`src/rtl/spin_det_pkg.sv`:
```
// Shared encodings for the spin detector.
// Assumes: exactly one parser event per cycle at most.
package spin_det_pkg;
    typedef enum logic [1:0] {
        ACT_RUN   = 2'd0,
        ACT_EMPTY = 2'd1,
        ACT_NOP   = 2'd2,
        ACT_SPIN  = 2'd3
    } act_e;

    typedef enum logic [1:0] {
        EVK_METHOD = 2'd0,
        EVK_NOP    = 2'd1,
        EVK_JUMP   = 2'd2
    } evk_e;
endpackage

```
`src/rtl/spin_watch.sv`:
```
// Watch register for a self-jump wait loop: holds the watched address and
// the word captured there, and flags when fetch is still parked on it.
// Assumes: mem_data is a combinational read of mem_addr in the same cycle;
// a watch address of zero means no watch is active.
module spin_watch #(
    parameter int ADDR_W = 32,
    parameter int DATA_W = 32
) (
    input  logic              clk,
    input  logic              rst_n,
    input  logic              arm,
    input  logic [ADDR_W-1:0] arm_addr,
    input  logic [ADDR_W-1:0] get_ptr,
    input  logic [DATA_W-1:0] mem_data,
    output logic [ADDR_W-1:0] mem_addr,
    output logic              spin_match
);
    logic [ADDR_W-1:0] watch_addr_q;
    logic [DATA_W-1:0] cmp_q;
    logic [ADDR_W-1:0] get_last_q;
    logic              active;
    logic              at_watch;

    assign active   = (watch_addr_q != '0);
    assign at_watch = active && (get_ptr == watch_addr_q);
    // Read port points at the new target while arming, else at the watch.
    assign mem_addr = arm ? arm_addr : watch_addr_q;
    assign spin_match = !arm && at_watch && (mem_data == cmp_q);

    // Arm, clear on pointer movement, or clear on an edited word.
    always_ff @(posedge clk) begin
        if (!rst_n) begin
            watch_addr_q <= '0;
            cmp_q        <= '0;
        end else if (arm) begin
            watch_addr_q <= arm_addr;
            cmp_q        <= mem_data;
        end else if (get_ptr != get_last_q) begin
            watch_addr_q <= '0;
            cmp_q        <= '0;
        end else if (at_watch && (mem_data != cmp_q)) begin
            watch_addr_q <= '0;
            cmp_q        <= '0;
        end
    end

    // Remember the previous get pointer to detect movement.
    always_ff @(posedge clk) begin
        if (!rst_n) get_last_q <= '0;
        else        get_last_q <= get_ptr;
    end
endmodule

```
`src/rtl/idle_acc.sv`:
```
// Idle-time accumulator: a free-running stamp, a start mark, and a
// saturating sum of elapsed stamps when idling ends.
// Assumes: an idle period is shorter than 2**STAMP_W cycles.
module idle_acc #(
    parameter int ACC_W   = 32,
    parameter int STAMP_W = 32
) (
    input  logic             clk,
    input  logic             rst_n,
    input  logic             mark_start,
    input  logic             add_elapsed,
    output logic [ACC_W-1:0] total
);
    localparam int SUM_W = ((STAMP_W > ACC_W) ? STAMP_W : ACC_W) + 1;
    localparam logic [SUM_W-1:0] CAP = SUM_W'({ACC_W{1'b1}});

    logic [STAMP_W-1:0] stamp_q;
    logic [STAMP_W-1:0] start_q;
    logic [ACC_W-1:0]   total_q;
    logic [STAMP_W-1:0] elapsed;
    logic [SUM_W-1:0]   sum;

    assign elapsed = stamp_q - start_q;
    assign sum     = SUM_W'(total_q) + SUM_W'(elapsed);
    assign total   = total_q;

    // Free-running time base.
    always_ff @(posedge clk) begin
        if (!rst_n) stamp_q <= '0;
        else        stamp_q <= stamp_q + 1'b1;
    end

    // Capture the start of an idle period.
    always_ff @(posedge clk) begin
        if (!rst_n)          start_q <= '0;
        else if (mark_start) start_q <= stamp_q;
    end

    // Saturating accumulation of idle time.
    always_ff @(posedge clk) begin
        if (!rst_n)           total_q <= '0;
        else if (add_elapsed) total_q <= (sum > CAP) ? ACC_W'(CAP) : ACC_W'(sum);
    end
endmodule

```
`src/rtl/wake_timer.sv`:
```
// Down-counter that keeps fetch held for a fixed number of cycles after
// leaving the spinning state.
// Assumes: a new start reloads the full delay.
module wake_timer #(
    parameter int WAKE_CYCLES = 8
) (
    input  logic clk,
    input  logic rst_n,
    input  logic start,
    output logic busy
);
    localparam int CNT_W = $clog2(WAKE_CYCLES + 2);

    logic [CNT_W-1:0] cnt_q;

    assign busy = (cnt_q != '0);

    // Load on start, count down to zero otherwise.
    always_ff @(posedge clk) begin
        if (!rst_n)     cnt_q <= '0;
        else if (start) cnt_q <= CNT_W'(WAKE_CYCLES);
        else if (busy)  cnt_q <= cnt_q - 1'b1;
    end
endmodule

```
`src/rtl/spin_detect.sv`:
```
// Top of the spin detector: activity-state machine plus watch, idle
// accumulator and wake timer.
// Assumes: the parser raises at most one event per cycle and presents no
// events while fetch_hold is high.
module spin_detect #(
    parameter int ADDR_W      = 32,
    parameter int DATA_W      = 32,
    parameter int ACC_W       = 32,
    parameter int WAKE_CYCLES = 8
) (
    input  logic              clk,
    input  logic              rst_n,
    input  logic [ADDR_W-1:0] get_ptr,
    input  logic [ADDR_W-1:0] put_ptr,
    input  logic              evt_valid,
    input  logic [1:0]        evt_kind,
    input  logic [ADDR_W-1:0] jump_target,
    input  logic [ADDR_W-1:0] jump_loc,
    output logic [ADDR_W-1:0] mem_addr,
    input  logic [DATA_W-1:0] mem_data,
    output logic              fetch_hold,
    output logic [1:0]        act_state,
    output logic [ACC_W-1:0]  idle_total
);
    import spin_det_pkg::*;

    localparam int STAMP_W = 32;

    act_e state_q, state_d;
    logic is_method, is_nop, is_jump, self_jump, arm;
    logic spin_match, empty_now, wake_busy;
    logic mark_start, add_elapsed, wake_go;

    assign is_method = evt_valid && (evt_kind == EVK_METHOD);
    assign is_nop    = evt_valid && (evt_kind == EVK_NOP);
    assign is_jump   = evt_valid && (evt_kind == EVK_JUMP);
    assign self_jump = is_jump && (jump_target == jump_loc);
    assign arm       = self_jump && (jump_target != '0);
    assign empty_now = (get_ptr == put_ptr) || spin_match;

    spin_watch #(.ADDR_W(ADDR_W), .DATA_W(DATA_W)) u_watch (
        .clk(clk), .rst_n(rst_n), .arm(arm), .arm_addr(jump_target),
        .get_ptr(get_ptr), .mem_data(mem_data), .mem_addr(mem_addr),
        .spin_match(spin_match)
    );

    idle_acc #(.ACC_W(ACC_W), .STAMP_W(STAMP_W)) u_idle (
        .clk(clk), .rst_n(rst_n), .mark_start(mark_start),
        .add_elapsed(add_elapsed), .total(idle_total)
    );

    wake_timer #(.WAKE_CYCLES(WAKE_CYCLES)) u_wake (
        .clk(clk), .rst_n(rst_n), .start(wake_go), .busy(wake_busy)
    );

    // Next activity state and the idle/wake side effects of each event.
    always_comb begin
        state_d     = state_q;
        mark_start  = 1'b0;
        add_elapsed = 1'b0;
        wake_go     = 1'b0;
        if (is_method) begin
            if (state_q != ACT_RUN) begin
                add_elapsed = 1'b1;
                wake_go     = (state_q == ACT_SPIN);
            end
            state_d = ACT_RUN;
        end else if (self_jump) begin
            mark_start = (state_q == ACT_RUN);
            state_d    = ACT_SPIN;
        end else if (is_jump) begin
            state_d = state_q;
        end else if (is_nop) begin
            if (state_q == ACT_RUN) begin
                state_d    = ACT_NOP;
                mark_start = 1'b1;
            end
        end else if (empty_now && (state_q == ACT_RUN)) begin
            state_d    = ACT_EMPTY;
            mark_start = 1'b1;
        end
    end

    // Activity state register.
    always_ff @(posedge clk) begin
        if (!rst_n) state_q <= ACT_RUN;
        else        state_q <= state_d;
    end

    assign act_state  = state_q;
    assign fetch_hold = spin_match || wake_busy;
endmodule

```
`config.mk`:
```
export PLATFORM = sky130hd
export DESIGN_NAME = spin_detect
export DESIGN_NICKNAME = d
export VERILOG_FILES = /design/src/rtl/spin_det_pkg.sv /design/src/rtl/spin_watch.sv /design/src/rtl/idle_acc.sv /design/src/rtl/wake_timer.sv /design/src/rtl/spin_detect.sv
export SDC_FILE = /design/constraint.sdc
export NUM_CORES = 1
export LEC_CHECK = 0
export BUFFER_PORTS_ARGS = -buffer_cell sky130_fd_sc_hd__buf_2
export CORE_UTILIZATION = 33
export CTS_CLUSTER_DIAMETER = 50
export DETAILED_ROUTE_END_ITERATION = 10
export GPL_TIMING_DRIVEN = 0
export HOLD_SLACK_MARGIN = 0.12
export MAX_ROUTING_LAYER = met4
export PLACE_DENSITY_LB_ADDON = 0.08
export SLEW_MARGIN = 20
export SYNTH_ARGS = -nofsm -noshare
export SYNTH_HDL_FRONTEND = slang
export SYNTH_SLANG_ARGS = --single-unit
```
`constraint.sdc`:
```
create_clock -name clk -period 5.4 [get_ports clk]
set_input_delay 0.54 -clock clk [delete_from_list [all_inputs] [get_ports clk]]
set_output_delay 0.54 -clock clk [all_outputs]
set_load 0.02 [all_outputs]
```
==> impl_metrics.toml <==
[worst_setup_path]
crit_path_end_kind = "flop"
critPathMaxFanout = 10
required_ps = 5770
crit_path_cell_trace = "inv_1 > ha_1 > inv_1 > fa_2 > a21o_1 > nand2_2 > a211oi_4 > o21ai_2 > a21boi_2 > or4_4 > a31o_2 > a21oi_2 > xnor2_1 > ha_2 > nand4_1 > or3_4 > a211oi_4 > nor2_4 > a211o_1 > a21bo_2 > a21o_1 > buf_4 > buf_6 > a21oi_1"
crit_family = "compound AO/OA/AOI/OAI gates"
critPathKind = "flop to flop"
cp-start-kind = "flop"
cp.arrival_ps = 5430
slowest_stage = "or4_4"
cp.buffers_inverters = 4
max_stage_delay_ps = 490

[layout]
fill_cells = 4180
seq_area_um2 = 3970
drive_gt1_share_pct = 21.7
multiInputGateArea_um2 = 8830
fin_area_um2 = 15700
areaGrowthSynthToFinish_pct = 18.6
nets = 2065

[yosys]
synth_fa_ha_area_share_pct = 7.00
synth_edf_count = 0
synth-warning-count = 0
syn-mean-instance-area_um2 = 8.40
yosysMostFrequentCell = "dfxtp_1"
synth_area_um2 = 13300
synth.net_count = 1817
synth_top_family_by_area = "simple AND/OR/NAND/NOR gates"
synth_top_area_cell = "dfxtp_1"
synth_xor_xnor_area_share_pct = 15.2
yosys_register_bits = 198
yosys.area_share.simple_pct = 22.6
postSynthCellCount = 1579
yosysSeqAreaShare_pct = 29.9
yosys.area.top_type_share_pct = 29.9
synthMuxAreaShare_pct = 2.72
async_flop_share_pct = 0
synth.distinct_cells = 66
synthTopCellsByArea = "dfxtp_1 30%, xnor2_1 8.5%, ha_1 6.7%, xor2_1 6.7%, nand2_1 4.3%"
ys.flop_type = "dfxtp_1"
synth_compound_area_share_pct = 18.5
synthTopCellsByCount = "198 x dfxtp_1, 153 x nand2_1, 129 x xnor2_1"

[routing]
ant_nets = 0
post-route-drc-count = 1
avgViaCountPerCell = 5.08
vias = 12000
firstDrtPassIters = 8
wl_per_cell_um = 18.3
totalWireLength_um = 43200
drt_iter0_drc = 665

[timing]
min_period_ps = 5050
finalSetupViolations = 0
slew_headroom_pct = 33.7
worst_slew_pin_slew_ps = 995
finalMaxSlewViolations = 0
skew_ps = 9.43
max_freq_mhz = 198
final.setup.tns_ps = 0
holdWs_ps = 380
setup_slack_ps = 348
finalHoldViolCount = 0
grt_setup_unrepaired = "no"
post-route-period-util_pct = 93.6

[placement]
place_hpwl_um = 34600
place_ws_ps = -410
gp_congestion = 0.872
port_buffers = 229
placedInstanceArea_um2 = 15100

[power_and_ir_drop]
pwr_density_cell_nw_per_um2 = 224
vdd_ir_drop_max_v = 0.000195
p_leak_nw = 6.43

[clocking]
cts_sinks = 198
insertion_delay_ps = 450
cts_tree = "done"
cts_inserted_buffers = 17
clockBufferDepth = 2
root_buffer = "clkbuf_16"
clk_pin_slew_worst_paths_ps = 80
htreeDepth = 4

[die]
rows = 73
ios = 232
die_w_um = 202
die_h_um = 202
die-area_um2 = 41000
core_um2 = 39600
start_util_pct = 33.4

[global_route]
grt_max_degree = 18
grt-ovfl-total = 0
grt_util_all_layers_pct = 21.4
antenna_found_initial = 1
grt_pass1_wl_um = 66000
grt_pass1_vias = 11400

[run_status]
status = "finished, violations left"
violations = "design-rule violations"

[run]
max-cap-violations = 0

[worst_hold_path]
worstHoldPathType = "input pin to flop"
-- final cells by class --
type	instances	area share (%)
Buffer	73	2.22
Clock buffer	19	2.75
Tap cell	525	4.18
Clock inverter	12	0.764
Multi-Input combinational cell	1252	56.2
Inverter	55	1.31
Timing Repair Buffer	230	7.34
Antenna cell	1	0.0159
Sequential cell	198	25.2
-- state kept, by name (all words and copies together) (netlist names) --
register	flops
act_state	2
u_idle.stamp_q	32
u_idle.start_q	32
u_idle.total	32
u_wake.cnt_q	4
u_watch.cmp_q	32
u_watch.get_last_q	32
u_watch.watch_addr_q	32
-- cells by family after synthesis --
logic type                 Yosys count
DFF                                198
xor gates and xnor gates           230
and+or+nand+nor                    541
buffers and inverters              129
muxes                               32
adders and majority gates           73
AOI/OAI and AO/OA                  376
-- worst reg2reg max path, cell delays in order, from the launching register on --
cell	delay, ps
dfxtp_2	350
inv_1	60
ha_1	160
inv_1	60
fa_2	340
a21o_1	220
nand2_2	100
a211oi_4	80
o21ai_2	180
a21boi_2	80
or4_4	490
a31o_2	250
a21oi_2	140
xnor2_1	80
ha_2	340
nand4_1	120
or3_4	370
a211oi_4	300
nor2_4	100
a211o_1	280
a21bo_2	220
a21o_1	160
buf_4	180
buf_6	180
a21oi_1	140
-- repair_timing --
item                       CTS  global route
pin swaps                    1             5
setup endpoints to repair   32            32
buffers inserted             1             0
resized for setup            6            28
hold buffers                 0             0
-- path summary, 6_finish.rpt --
path	startpoint	slack, ps	cells after the start	to
hold reg to reg	u_idle.start_q[29]$_SDFFE_PN0P_	460	2	u_idle.start_q[29]$_SDFFE_PN0P_
hold / removal	get_ptr[15]	380	2	u_watch.get_last_q[15]$_SDFF_PN0_
setup / recovery	u_idle.stamp_q[0]$_SDFF_PN0_	350	24	u_idle.total[29]$_SDFFE_PN0P_
setup reg to reg	u_idle.stamp_q[0]$_SDFF_PN0_	350	24	u_idle.total[29]$_SDFFE_PN0P_
-- layout by cell type (no fill, tap or decap), types with 33 or more instances in the layout --
master | synthesis | routed
buf_2 | 9 | 235
dfxtp_1 | 198 | 194
nand2_1 | 153 | 152
xnor2_1 | 129 | 129
o21ai_0 | 105 | 102
xor2_1 | 101 | 101
and2_1 | 85 | 85
a21oi_1 | 82 | 79
ha_1 | 71 | 70
inv_1 | 55 | 55
clkbuf_1 | 54 | 55
nor2_1 | 46 | 45
nor4_1 | 44 | 44
nand4_1 | 43 | 43
nor2b_1 | 39 | 39
o21ai_2 | 32 | 34
nand3_1 | 33 | 33
-- routing by layer --
layer	vias up	global-route usage [%]	share of wire, %
met1	5717	30.3	51
met4	0	5.02	1.4
li1	6062	-	-
met2	203	32.3	45
met5	-	-	0
met3	29	2.23	2.9
-- metrics by stage --
| stage | instances | total power (W) | util [%] |
|---|---|---|---|
| CTS | 2364 | 0.00356 | 39.4 |
| detailed placement | 2333 | 0.00228 | 38.0 |
| finish | 2365 | 0.00352 | 39.7 |
| global route | 2365 | 0.00370 | 39.7 |
| floorplan | 1579 | 0.00201 | - |
| global placement | 2333 | 0.00227 | 38.0 |
-- report_power, final --
group / switching (W) / internal [W] / total (W) / leakage, nW
combinational: 0.000434 / 0.000298 / 0.000732 / 4.56
sequential: 0.0000231 / 0.00149 / 0.00152 / 1.61
clock: 0.000628 / 0.000644 / 0.00127 / 0.264
total: 0.00108 / 0.00243 / 0.00352 / 6.43
Power figures use the tool's default switching activity.
